**src/rtl/csr_file_pkg.sv**
```systemverilog
package csr_file_pkg;

  localparam logic [11:0] ADR_SSTATUS = 12'h100;
  localparam logic [11:0] ADR_SIE     = 12'h104;
  localparam logic [11:0] ADR_STVEC   = 12'h105;
  localparam logic [11:0] ADR_SSCR    = 12'h140;
  localparam logic [11:0] ADR_SEPC    = 12'h141;
  localparam logic [11:0] ADR_SCAUSE  = 12'h142;
  localparam logic [11:0] ADR_SIP     = 12'h144;
  localparam logic [11:0] ADR_MSTATUS = 12'h300;
  localparam logic [11:0] ADR_DELEG   = 12'h303;
  localparam logic [11:0] ADR_MIE     = 12'h304;
  localparam logic [11:0] ADR_MTVEC   = 12'h305;
  localparam logic [11:0] ADR_UCEN    = 12'h320;
  localparam logic [11:0] ADR_SCEN    = 12'h321;
  localparam logic [11:0] ADR_MSCR    = 12'h340;
  localparam logic [11:0] ADR_MEPC    = 12'h341;
  localparam logic [11:0] ADR_MCAUSE  = 12'h342;
  localparam logic [11:0] ADR_MIP     = 12'h344;

  // status field masks (low 32 bits)
  localparam logic [31:0] ST_BASE  = 32'h0006_61AA; // SIE,MIE,SPIE,MPIE,SPP,FS,MPRV,PUM
  localparam logic [31:0] ST_XS    = 32'h0001_8000;
  localparam logic [31:0] ST_MPP   = 32'h0000_1800;
  localparam logic [31:0] ST_VM    = 32'h1F00_0000;
  localparam logic [31:0] ST_SVIEW = 32'h0005_E122; // supervisor window
  localparam logic [31:0] ST_FLUSH = 32'h1F06_1800; // VM,MPP,MPRV,PUM

  // interrupt bit masks
  localparam logic [31:0] IRQ_SW    = 32'h0000_0022;
  localparam logic [31:0] IRQ_DELEG = 32'h0000_1222;
  localparam logic [31:0] IRQ_ALL   = 32'h0000_12AA;

  typedef enum logic [4:0] {
    SEL_NONE, SEL_MSTATUS, SEL_SSTATUS, SEL_MIP, SEL_SIP, SEL_MIE, SEL_SIE,
    SEL_DELEG, SEL_MTVEC, SEL_STVEC, SEL_MEPC, SEL_SEPC, SEL_MSCR, SEL_SSCR,
    SEL_MCAUSE, SEL_SCAUSE, SEL_UCEN, SEL_SCEN
  } rdSel_e;

  typedef struct packed {
    logic status;
    logic sview;
    logic mip;
    logic sip;
    logic mie;
    logic sie;
    logic deleg;
    logic mtvec;
    logic stvec;
    logic mepc;
    logic sepc;
    logic mscr;
    logic sscr;
    logic mcause;
    logic scause;
    logic ucen;
    logic scen;
  } wrStrobe_t;

endpackage

```
**src/rtl/csr_file_ctrl.sv**
```systemverilog
module csr_file_ctrl
  import csr_file_pkg::*;
(
  input  logic       wrEn,
  input  logic [11:0] wrAddr,
  input  logic [11:0] rdAddr,
  output wrStrobe_t  stb,
  output rdSel_e     rdSel,
  output logic       rdIllegal
);

  always_comb begin
    stb = '0;
    if (wrEn) begin
      unique case (wrAddr)
        ADR_MSTATUS: stb.status = 1'b1;
        ADR_SSTATUS: stb.sview  = 1'b1;
        ADR_MIP:     stb.mip    = 1'b1;
        ADR_SIP:     stb.sip    = 1'b1;
        ADR_MIE:     stb.mie    = 1'b1;
        ADR_SIE:     stb.sie    = 1'b1;
        ADR_DELEG:   stb.deleg  = 1'b1;
        ADR_MTVEC:   stb.mtvec  = 1'b1;
        ADR_STVEC:   stb.stvec  = 1'b1;
        ADR_MEPC:    stb.mepc   = 1'b1;
        ADR_SEPC:    stb.sepc   = 1'b1;
        ADR_MSCR:    stb.mscr   = 1'b1;
        ADR_SSCR:    stb.sscr   = 1'b1;
        ADR_MCAUSE:  stb.mcause = 1'b1;
        ADR_SCAUSE:  stb.scause = 1'b1;
        ADR_UCEN:    stb.ucen   = 1'b1;
        ADR_SCEN:    stb.scen   = 1'b1;
        default:     stb = '0;
      endcase
    end
  end

  always_comb begin
    unique case (rdAddr)
      ADR_MSTATUS: rdSel = SEL_MSTATUS;
      ADR_SSTATUS: rdSel = SEL_SSTATUS;
      ADR_MIP:     rdSel = SEL_MIP;
      ADR_SIP:     rdSel = SEL_SIP;
      ADR_MIE:     rdSel = SEL_MIE;
      ADR_SIE:     rdSel = SEL_SIE;
      ADR_DELEG:   rdSel = SEL_DELEG;
      ADR_MTVEC:   rdSel = SEL_MTVEC;
      ADR_STVEC:   rdSel = SEL_STVEC;
      ADR_MEPC:    rdSel = SEL_MEPC;
      ADR_SEPC:    rdSel = SEL_SEPC;
      ADR_MSCR:    rdSel = SEL_MSCR;
      ADR_SSCR:    rdSel = SEL_SSCR;
      ADR_MCAUSE:  rdSel = SEL_MCAUSE;
      ADR_SCAUSE:  rdSel = SEL_SCAUSE;
      ADR_UCEN:    rdSel = SEL_UCEN;
      ADR_SCEN:    rdSel = SEL_SCEN;
      default:     rdSel = SEL_NONE;
    endcase
    rdIllegal = (rdSel == SEL_NONE);
  end

endmodule

```
**src/rtl/csr_file_dp.sv**
```systemverilog
module csr_file_dp
  import csr_file_pkg::*;
#(
  parameter int XLEN    = 64,
  parameter bit HAS_EXT = 1'b1
) (
  input  logic            clk,
  input  logic            rstN,
  input  wrStrobe_t       stb,
  input  logic [XLEN-1:0] wrData,
  input  rdSel_e          rdSel,
  output logic [XLEN-1:0] rdData,
  output logic            flushTlb
);

  localparam logic [XLEN-1:0] M_BASE  = XLEN'(ST_BASE);
  localparam logic [XLEN-1:0] M_XS    = HAS_EXT ? XLEN'(ST_XS) : '0;
  localparam logic [XLEN-1:0] M_MPP   = XLEN'(ST_MPP);
  localparam logic [XLEN-1:0] M_VM    = XLEN'(ST_VM);
  localparam logic [XLEN-1:0] M_SVIEW = XLEN'(ST_SVIEW);
  localparam logic [XLEN-1:0] M_FLUSH = XLEN'(ST_FLUSH);
  localparam logic [XLEN-1:0] M_SW    = XLEN'(IRQ_SW);
  localparam logic [XLEN-1:0] M_DELEG = XLEN'(IRQ_DELEG);
  localparam logic [XLEN-1:0] M_ALL   = XLEN'(IRQ_ALL);
  localparam logic [XLEN-1:0] M_ALIGN = ~XLEN'(3);

  logic [XLEN-1:0] status, mip, mie, deleg, mtvec, stvec;
  logic [XLEN-1:0] mepc, sepc, mscr, sscr, mcause, scause;
  logic [2:0]      ucen, scen;
  logic            flushQ;

  logic [XLEN-1:0] statusSrc, statusMask, statusNext, mipSrc, mieSrc, sdBit;
  logic            statusWr, vmOk, mppOk, dirty;

  assign statusWr  = stb.status | stb.sview;
  assign statusSrc = stb.sview ? ((status & ~M_SVIEW) | (wrData & M_SVIEW)) : wrData;
  assign mppOk     = (statusSrc[12:11] != 2'b10);

  generate
    if (XLEN == 64) begin : g_vm64
      assign vmOk = (statusSrc[28:24] == 5'd0) || (statusSrc[28:24] == 5'd9) ||
                    (statusSrc[28:24] == 5'd10);
    end else begin : g_vm32
      assign vmOk = (statusSrc[28:24] == 5'd0) || (statusSrc[28:24] == 5'd8);
    end
  endgenerate

  assign statusMask = M_BASE | M_XS | (vmOk ? M_VM : '0) | (mppOk ? M_MPP : '0);
  assign statusNext = (status & ~statusMask) | (statusSrc & statusMask);

  assign mipSrc = stb.sip ? ((mip & ~deleg) | (wrData & deleg)) : wrData;
  assign mieSrc = stb.sie ? ((mie & ~deleg) | (wrData & deleg)) : wrData;

  assign dirty = (status[14:13] == 2'b11) || (status[16:15] == 2'b11);
  assign sdBit = {dirty, {(XLEN-1){1'b0}}};

  always_ff @(posedge clk or negedge rstN) begin
    if (!rstN) begin
      status <= '0; mip <= '0; mie <= '0; deleg <= '0;
      mtvec <= '0; stvec <= '0; mepc <= '0; sepc <= '0;
      mscr <= '0; sscr <= '0; mcause <= '0; scause <= '0;
      ucen <= '0; scen <= '0; flushQ <= 1'b0;
    end else begin
      flushQ <= statusWr && (((statusNext ^ status) & M_FLUSH) != '0);
      if (statusWr)          status <= statusNext;
      if (stb.mip | stb.sip) mip    <= mipSrc & M_SW;
      if (stb.mie | stb.sie) mie    <= mieSrc & M_ALL;
      if (stb.deleg)         deleg  <= wrData & M_DELEG;
      if (stb.mtvec)         mtvec  <= wrData & M_ALIGN;
      if (stb.stvec)         stvec  <= wrData & M_ALIGN;
      if (stb.mepc)          mepc   <= wrData;
      if (stb.sepc)          sepc   <= wrData;
      if (stb.mscr)          mscr   <= wrData;
      if (stb.sscr)          sscr   <= wrData;
      if (stb.mcause)        mcause <= wrData;
      if (stb.scause)        scause <= wrData;
      if (stb.ucen)          ucen   <= wrData[2:0];
      if (stb.scen)          scen   <= wrData[2:0];
    end
  end

  assign flushTlb = flushQ;

  always_comb begin
    unique case (rdSel)
      SEL_MSTATUS: rdData = status | sdBit;
      SEL_SSTATUS: rdData = (status & M_SVIEW) | sdBit;
      SEL_MIP:     rdData = mip;
      SEL_SIP:     rdData = mip & deleg;
      SEL_MIE:     rdData = mie;
      SEL_SIE:     rdData = mie & deleg;
      SEL_DELEG:   rdData = deleg;
      SEL_MTVEC:   rdData = mtvec;
      SEL_STVEC:   rdData = stvec;
      SEL_MEPC:    rdData = mepc;
      SEL_SEPC:    rdData = sepc;
      SEL_MSCR:    rdData = mscr;
      SEL_SSCR:    rdData = sscr;
      SEL_MCAUSE:  rdData = mcause;
      SEL_SCAUSE:  rdData = scause;
      SEL_UCEN:    rdData = XLEN'(ucen);
      SEL_SCEN:    rdData = XLEN'(scen);
      default:     rdData = '0;
    endcase
  end

  a_r3_mpp_reserved: assert property (@(posedge clk) disable iff (!rstN)
    (statusWr && statusSrc[12:11] == 2'b10) |=> (status[12:11] == $past(status[12:11])));
  a_r6_pending_bits: assert property (@(posedge clk) disable iff (!rstN)
    ((mip & ~M_SW) == '0) && ((mie & ~M_ALL) == '0));
  a_r7_deleg_bits: assert property (@(posedge clk) disable iff (!rstN)
    (deleg & ~M_DELEG) == '0);
  a_r10_vec_align: assert property (@(posedge clk) disable iff (!rstN)
    (mtvec[1:0] == 2'b00) && (stvec[1:0] == 2'b00));
  a_r11_flush_after_write: assert property (@(posedge clk) disable iff (!rstN)
    flushTlb |-> $past(statusWr));
  a_r13_no_write_hold: assert property (@(posedge clk) disable iff (!rstN)
    (stb == '0) |=> ($stable(status) && $stable(mscr) && $stable(mie)));

endmodule

```
**src/rtl/csr_file.sv**
```systemverilog
module csr_file
  import csr_file_pkg::*;
#(
  parameter int XLEN    = 64,
  parameter bit HAS_EXT = 1'b1
) (
  input  logic            clk,
  input  logic            rstN,
  input  logic [11:0]     rdAddr,
  output logic [XLEN-1:0] rdData,
  output logic            rdIllegal,
  input  logic            wrEn,
  input  logic [11:0]     wrAddr,
  input  logic [XLEN-1:0] wrData,
  output logic            flushTlb
);

  wrStrobe_t stb;
  rdSel_e    rdSel;

  csr_file_ctrl u_ctrl (
    .wrEn      (wrEn),
    .wrAddr    (wrAddr),
    .rdAddr    (rdAddr),
    .stb       (stb),
    .rdSel     (rdSel),
    .rdIllegal (rdIllegal)
  );

  csr_file_dp #(.XLEN(XLEN), .HAS_EXT(HAS_EXT)) u_dp (
    .clk      (clk),
    .rstN     (rstN),
    .stb      (stb),
    .wrData   (wrData),
    .rdSel    (rdSel),
    .rdData   (rdData),
    .flushTlb (flushTlb)
  );

  a_r12_illegal_reads_zero: assert property (@(posedge clk) disable iff (!rstN)
    rdIllegal |-> (rdData == '0));

endmodule

```
**config.mk**
```make
export PLATFORM = sky130hd
export DESIGN_NAME = csr_file
export DESIGN_NICKNAME = d
export VERILOG_FILES = /design/src/rtl/csr_file_pkg.sv /design/src/rtl/csr_file_ctrl.sv /design/src/rtl/csr_file_dp.sv /design/src/rtl/csr_file.sv
export SDC_FILE = /design/constraint.sdc
export NUM_CORES = 1
export LEC_CHECK = 0
export BUFFER_PORTS_ARGS = -buffer_cell sky130_fd_sc_hd__buf_2
export CAP_MARGIN = 15
export CORE_MARGIN = 1.5
export CORE_UTILIZATION = 30
export DETAILED_ROUTE_END_ITERATION = 6
export GPL_TIMING_DRIVEN = 0
export MAX_ROUTING_LAYER = met4
export PLACE_DENSITY = 0.52
export SYNTH_ARGS = -nofsm -noshare
export SYNTH_HDL_FRONTEND = slang
export SYNTH_HIERARCHICAL = 1
export SYNTH_SLANG_ARGS = --single-unit
```
**constraint.sdc**
```tcl
create_clock -name clk -period 3.4 [get_ports clk]
set_clock_uncertainty 0.1 [all_clocks]
set_input_delay 0 -clock clk [delete_from_list [all_inputs] [get_ports clk]]
set_output_delay 0 -clock clk [all_outputs]
set_load 0.005 [all_outputs]
```
==> results.cfg <==
[status]
status = completed

[critical_path]
reg2regPathDepth = 5
path_class = primary input to primary output
reg2reg_to = u_dp/flushTlb
cp_max_fo = 10
crit_required_ps = 3300
startpoint = rdAddr[7]
reg2reg_slack_ps = 1020
endpoint_kind = primary output
reg2reg_from = u_dp/status[24]
arrival_ps = 3250
worst_setup_path_start_kind = primary input

[placed_design]
hpwlAfterDp_um = 60100
port_buffers = 151
place_congestion = 0.837
pre_cts_slack_ps = -983

[min_path]
whs_endpoint = u_dp/status[27]
hold_depth = 7
min_path_type = primary input to flip-flop
min_from = wrAddr[5]

[synth]
synth_edf_count = 0
yosysWarningCount = 6
ys_ff_latch = 545
ys.flop_type = dfrtp_1
syn_inst = 1880
async_reset_ff_frac = 1.00
netlist_area_um2 = 24800
syn_nets = 1971
avgSynthCellArea_um2 = 13.2
synth.distinct_cells = 69
yosysSeqAreaShare = 0.550

[die]
initial_core_util = 0.302
row_count = 105
die_area_um2 = 84300
die_w_um = 290
io_pins = 157
core-area_um2 = 82000
die_h_um = 290

[finish]
drive_above_1_share = 0.404
synthToLayoutAreaGrowth_pct = 22.1
fin_nets = 2287

[timing]
setup_viol = 0
setup_slack_ps = 52.4
tightest_slew_ps = 1250
holdWs_ps = 20.9
final_hold_viol_count = 0
min_period_ps = 3350
relSlewSlack = 0.167
max_clock_freq_mhz = 299
final-max-slew-violation-count = 0
rsz0062_at_grt = true
fin_crit_sh = 0.985

[clock_network]
clockRootBuffer = clkbuf_16
numCtsBuffers = 60
clkTransAtPathRegs_ps = 60
cts_tree = done
clock_path_buffers = 3
cts_max_level = 2
cts.sink_count = 545
insertion_delay_ps = 620

[route]
routedWlPerCell_um = 27.2
vias = 18000
drc = 0
postRouteAntennaNets = 0
drt_pass1_iterations = 7
routed_wl_um = 90400
viasPerCell = 5.42
drt_iter0_markers = 1826

[global_routing]
first_global_vias = 18600
grt_pass1_wl_um = 132000
grtUsageTotal = 0.219
grt-ovfl-total = 0
grt_max_degree = 127
antenna_found_initial = 12

[power]
power_density_nw_per_um2 = 447
power_leakage_nw = 15.1
ir_drop_uv = 361

[run]
cap_violations = 0
[per-stage QoR]
| step | setup TNS [ps] | instances | total power [mW] | cell area, um2 | util |
|---|---|---|---|---|---|
| floorplan | 0 | 1880 | 6.75 | 24800 | - |
| CTS | -0.226 | 3307 | 13.7 | 30100 | 0.367 |
| global placement | -4817170 | 3101 | 7.02 | 26900 | 0.328 |
| finish | 0 | 3320 | 13.5 | 30300 | 0.369 |
| global route | -27.2 | 3317 | 14.0 | 30200 | 0.369 |
| detailed placement | -31720 | 3110 | 7.05 | 27100 | 0.330 |
[what timing repair did]
action | 4_1_cts | 5_1_grt
hold buffers | 88 | 0
gates resized for setup | 53 | 62
cloned | 0 | 0
pin swaps | 2 | 2
setup buffers | 2 | 3
endpoints found under the hold margin | 946 | 0
setup endpoints to repair | 64 | 70
[flip-flops by register name (all words and copies together), names as in the netlist, named ones only]
register / count
u_dp/sepc: 64
u_dp/status: 16
u_dp/mie: 2
u_dp/deleg: 4
u_dp/scen: 3
u_dp/mscr: 64
u_dp/sscr: 64
u_dp/mcause: 64
u_dp/mepc: 64
u_dp/scause: 64
u_dp/ucen: 3
u_dp/stvec: 62
u_dp/mtvec: 62
u_dp/flushTlb: 1
[area by class of cell]
| type | instances | area [um2] |
|---|---|---|
| clock buffers | 87 | 1740 |
| well taps | 1070 | 1340 |
| fillers | 7934 | 51700 |
| flip-flops and latches | 545 | 13600 |
| diodes | 9 | 22.5 |
| plain buffers | 146 | 708 |
| clock inverters | 20 | 214 |
| repair buffers | 254 | 1920 |
| inverters | 8 | 30.0 |
| multi-input cells | 1181 | 10600 |
[worst max-delay path by stage]
stage	to	cells after the start	slack, ps
3_3_place_gp	u_dp/mcause[53]	1	-8820
3_5_place_dp	rdData[24]	12	-980
2_1_floorplan	rdData[18]	11	1160
6_report	rdData[3]	12	50
5_1_grt	rdData[17]	13	-10
4_1_cts	rdData[24]	13	-0.2
[cells by family (layout without fill, tap and decap cells)]
family          count (synthesis)  in the layout  synth area share
mux                           572            572             0.260
xor+xnor                        7              7           0.00247
compound gates                246            246            0.0762
buf+inv                       154            515            0.0257
flops                         545            545             0.550
other cells                     0              9                 0
simple gates                  356            356            0.0851
[cell usage in the layout, fill, tap and decap left out, types with 4 or more instances in the layout]
| master | count |
|---|---|
| nor3_1 | 12 |
| buf_1 | 5 |
| a222oi_1 | 8 |
| mux2_2 | 545 |
| nand3b_1 | 4 |
| nor2_1 | 35 |
| a2111oi_1 | 14 |
| dlygate4sd3_1 | 87 |
| nand2b_1 | 9 |
| buf_2 | 166 |
| a21oi_1 | 27 |
| diode_2 | 9 |
| and3_1 | 159 |
| nand2_1 | 20 |
| clkbuf_1 | 85 |
| inv_1 | 8 |
| bufinv_16 | 4 |
| clkinv_2 | 12 |
| a2111oi_0 | 37 |
| clkbuf_16 | 61 |
| nand3_1 | 62 |
| a22o_1 | 6 |
| clkbuf_2 | 30 |
| dfrtp_1 | 545 |
| mux2i_1 | 22 |
| buf_4 | 20 |
| nor2b_1 | 9 |
| nand4_1 | 6 |
| a2111oi_2 | 4 |
| buf_16 | 6 |
| xnor2_1 | 6 |
| clkbuf_4 | 6 |
| clkbuf_8 | 12 |
| o21ai_0 | 10 |
| a22oi_1 | 111 |
[synthesized netlist by cell type, drive strengths merged (8+ instances only)]
| cell | instances | area (um2) |
|---|---|---|
| nor2 | 39 | 156 |
| dfrtp | 545 | 13600 |
| a2111oi | 55 | 482 |
| a22oi | 111 | 833 |
| o21ai | 10 | 50.1 |
| inv | 8 | 30.0 |
| nand3 | 62 | 310 |
| clkbuf | 109 | 409 |
| a222oi | 8 | 80.1 |
| buf | 37 | 196 |
| and3 | 159 | 995 |
| nor2b | 11 | 76.3 |
| a21oi | 27 | 135 |
| mux2 | 545 | 6140 |
| nand2 | 20 | 75.1 |
| nor3 | 16 | 106 |
| mux2i | 24 | 240 |
| nand2b | 9 | 56.3 |
[routing by layer]
metal | up-vias | share of wire | track usage
met5 | - | 0 | -
met4 | 0 | 0.026 | 0.0567
met3 | 115 | 0.061 | 0.0291
met2 | 626 | 0.48 | 0.350
met1 | 9573 | 0.44 | 0.292
li1 | 7691 | - | -
[critical path: stages]
cell	delay, ps
buf_2	100
nor4b_1	280
nand2_1	220
nor2_1	270
buf_2	270
and3b_1	190
buf_2	220
clkbuf_2	400
and3_1	310
a2111oi_1	630
nand3_1	180
buf_2	170
[power by group]
part / switching (mW) / internal, mW
Sequential: 0.0236 / 6.52
Combinational: 0.306 / 0.169
Clock: 2.67 / 3.83
(Power assumes the default switching activity.)
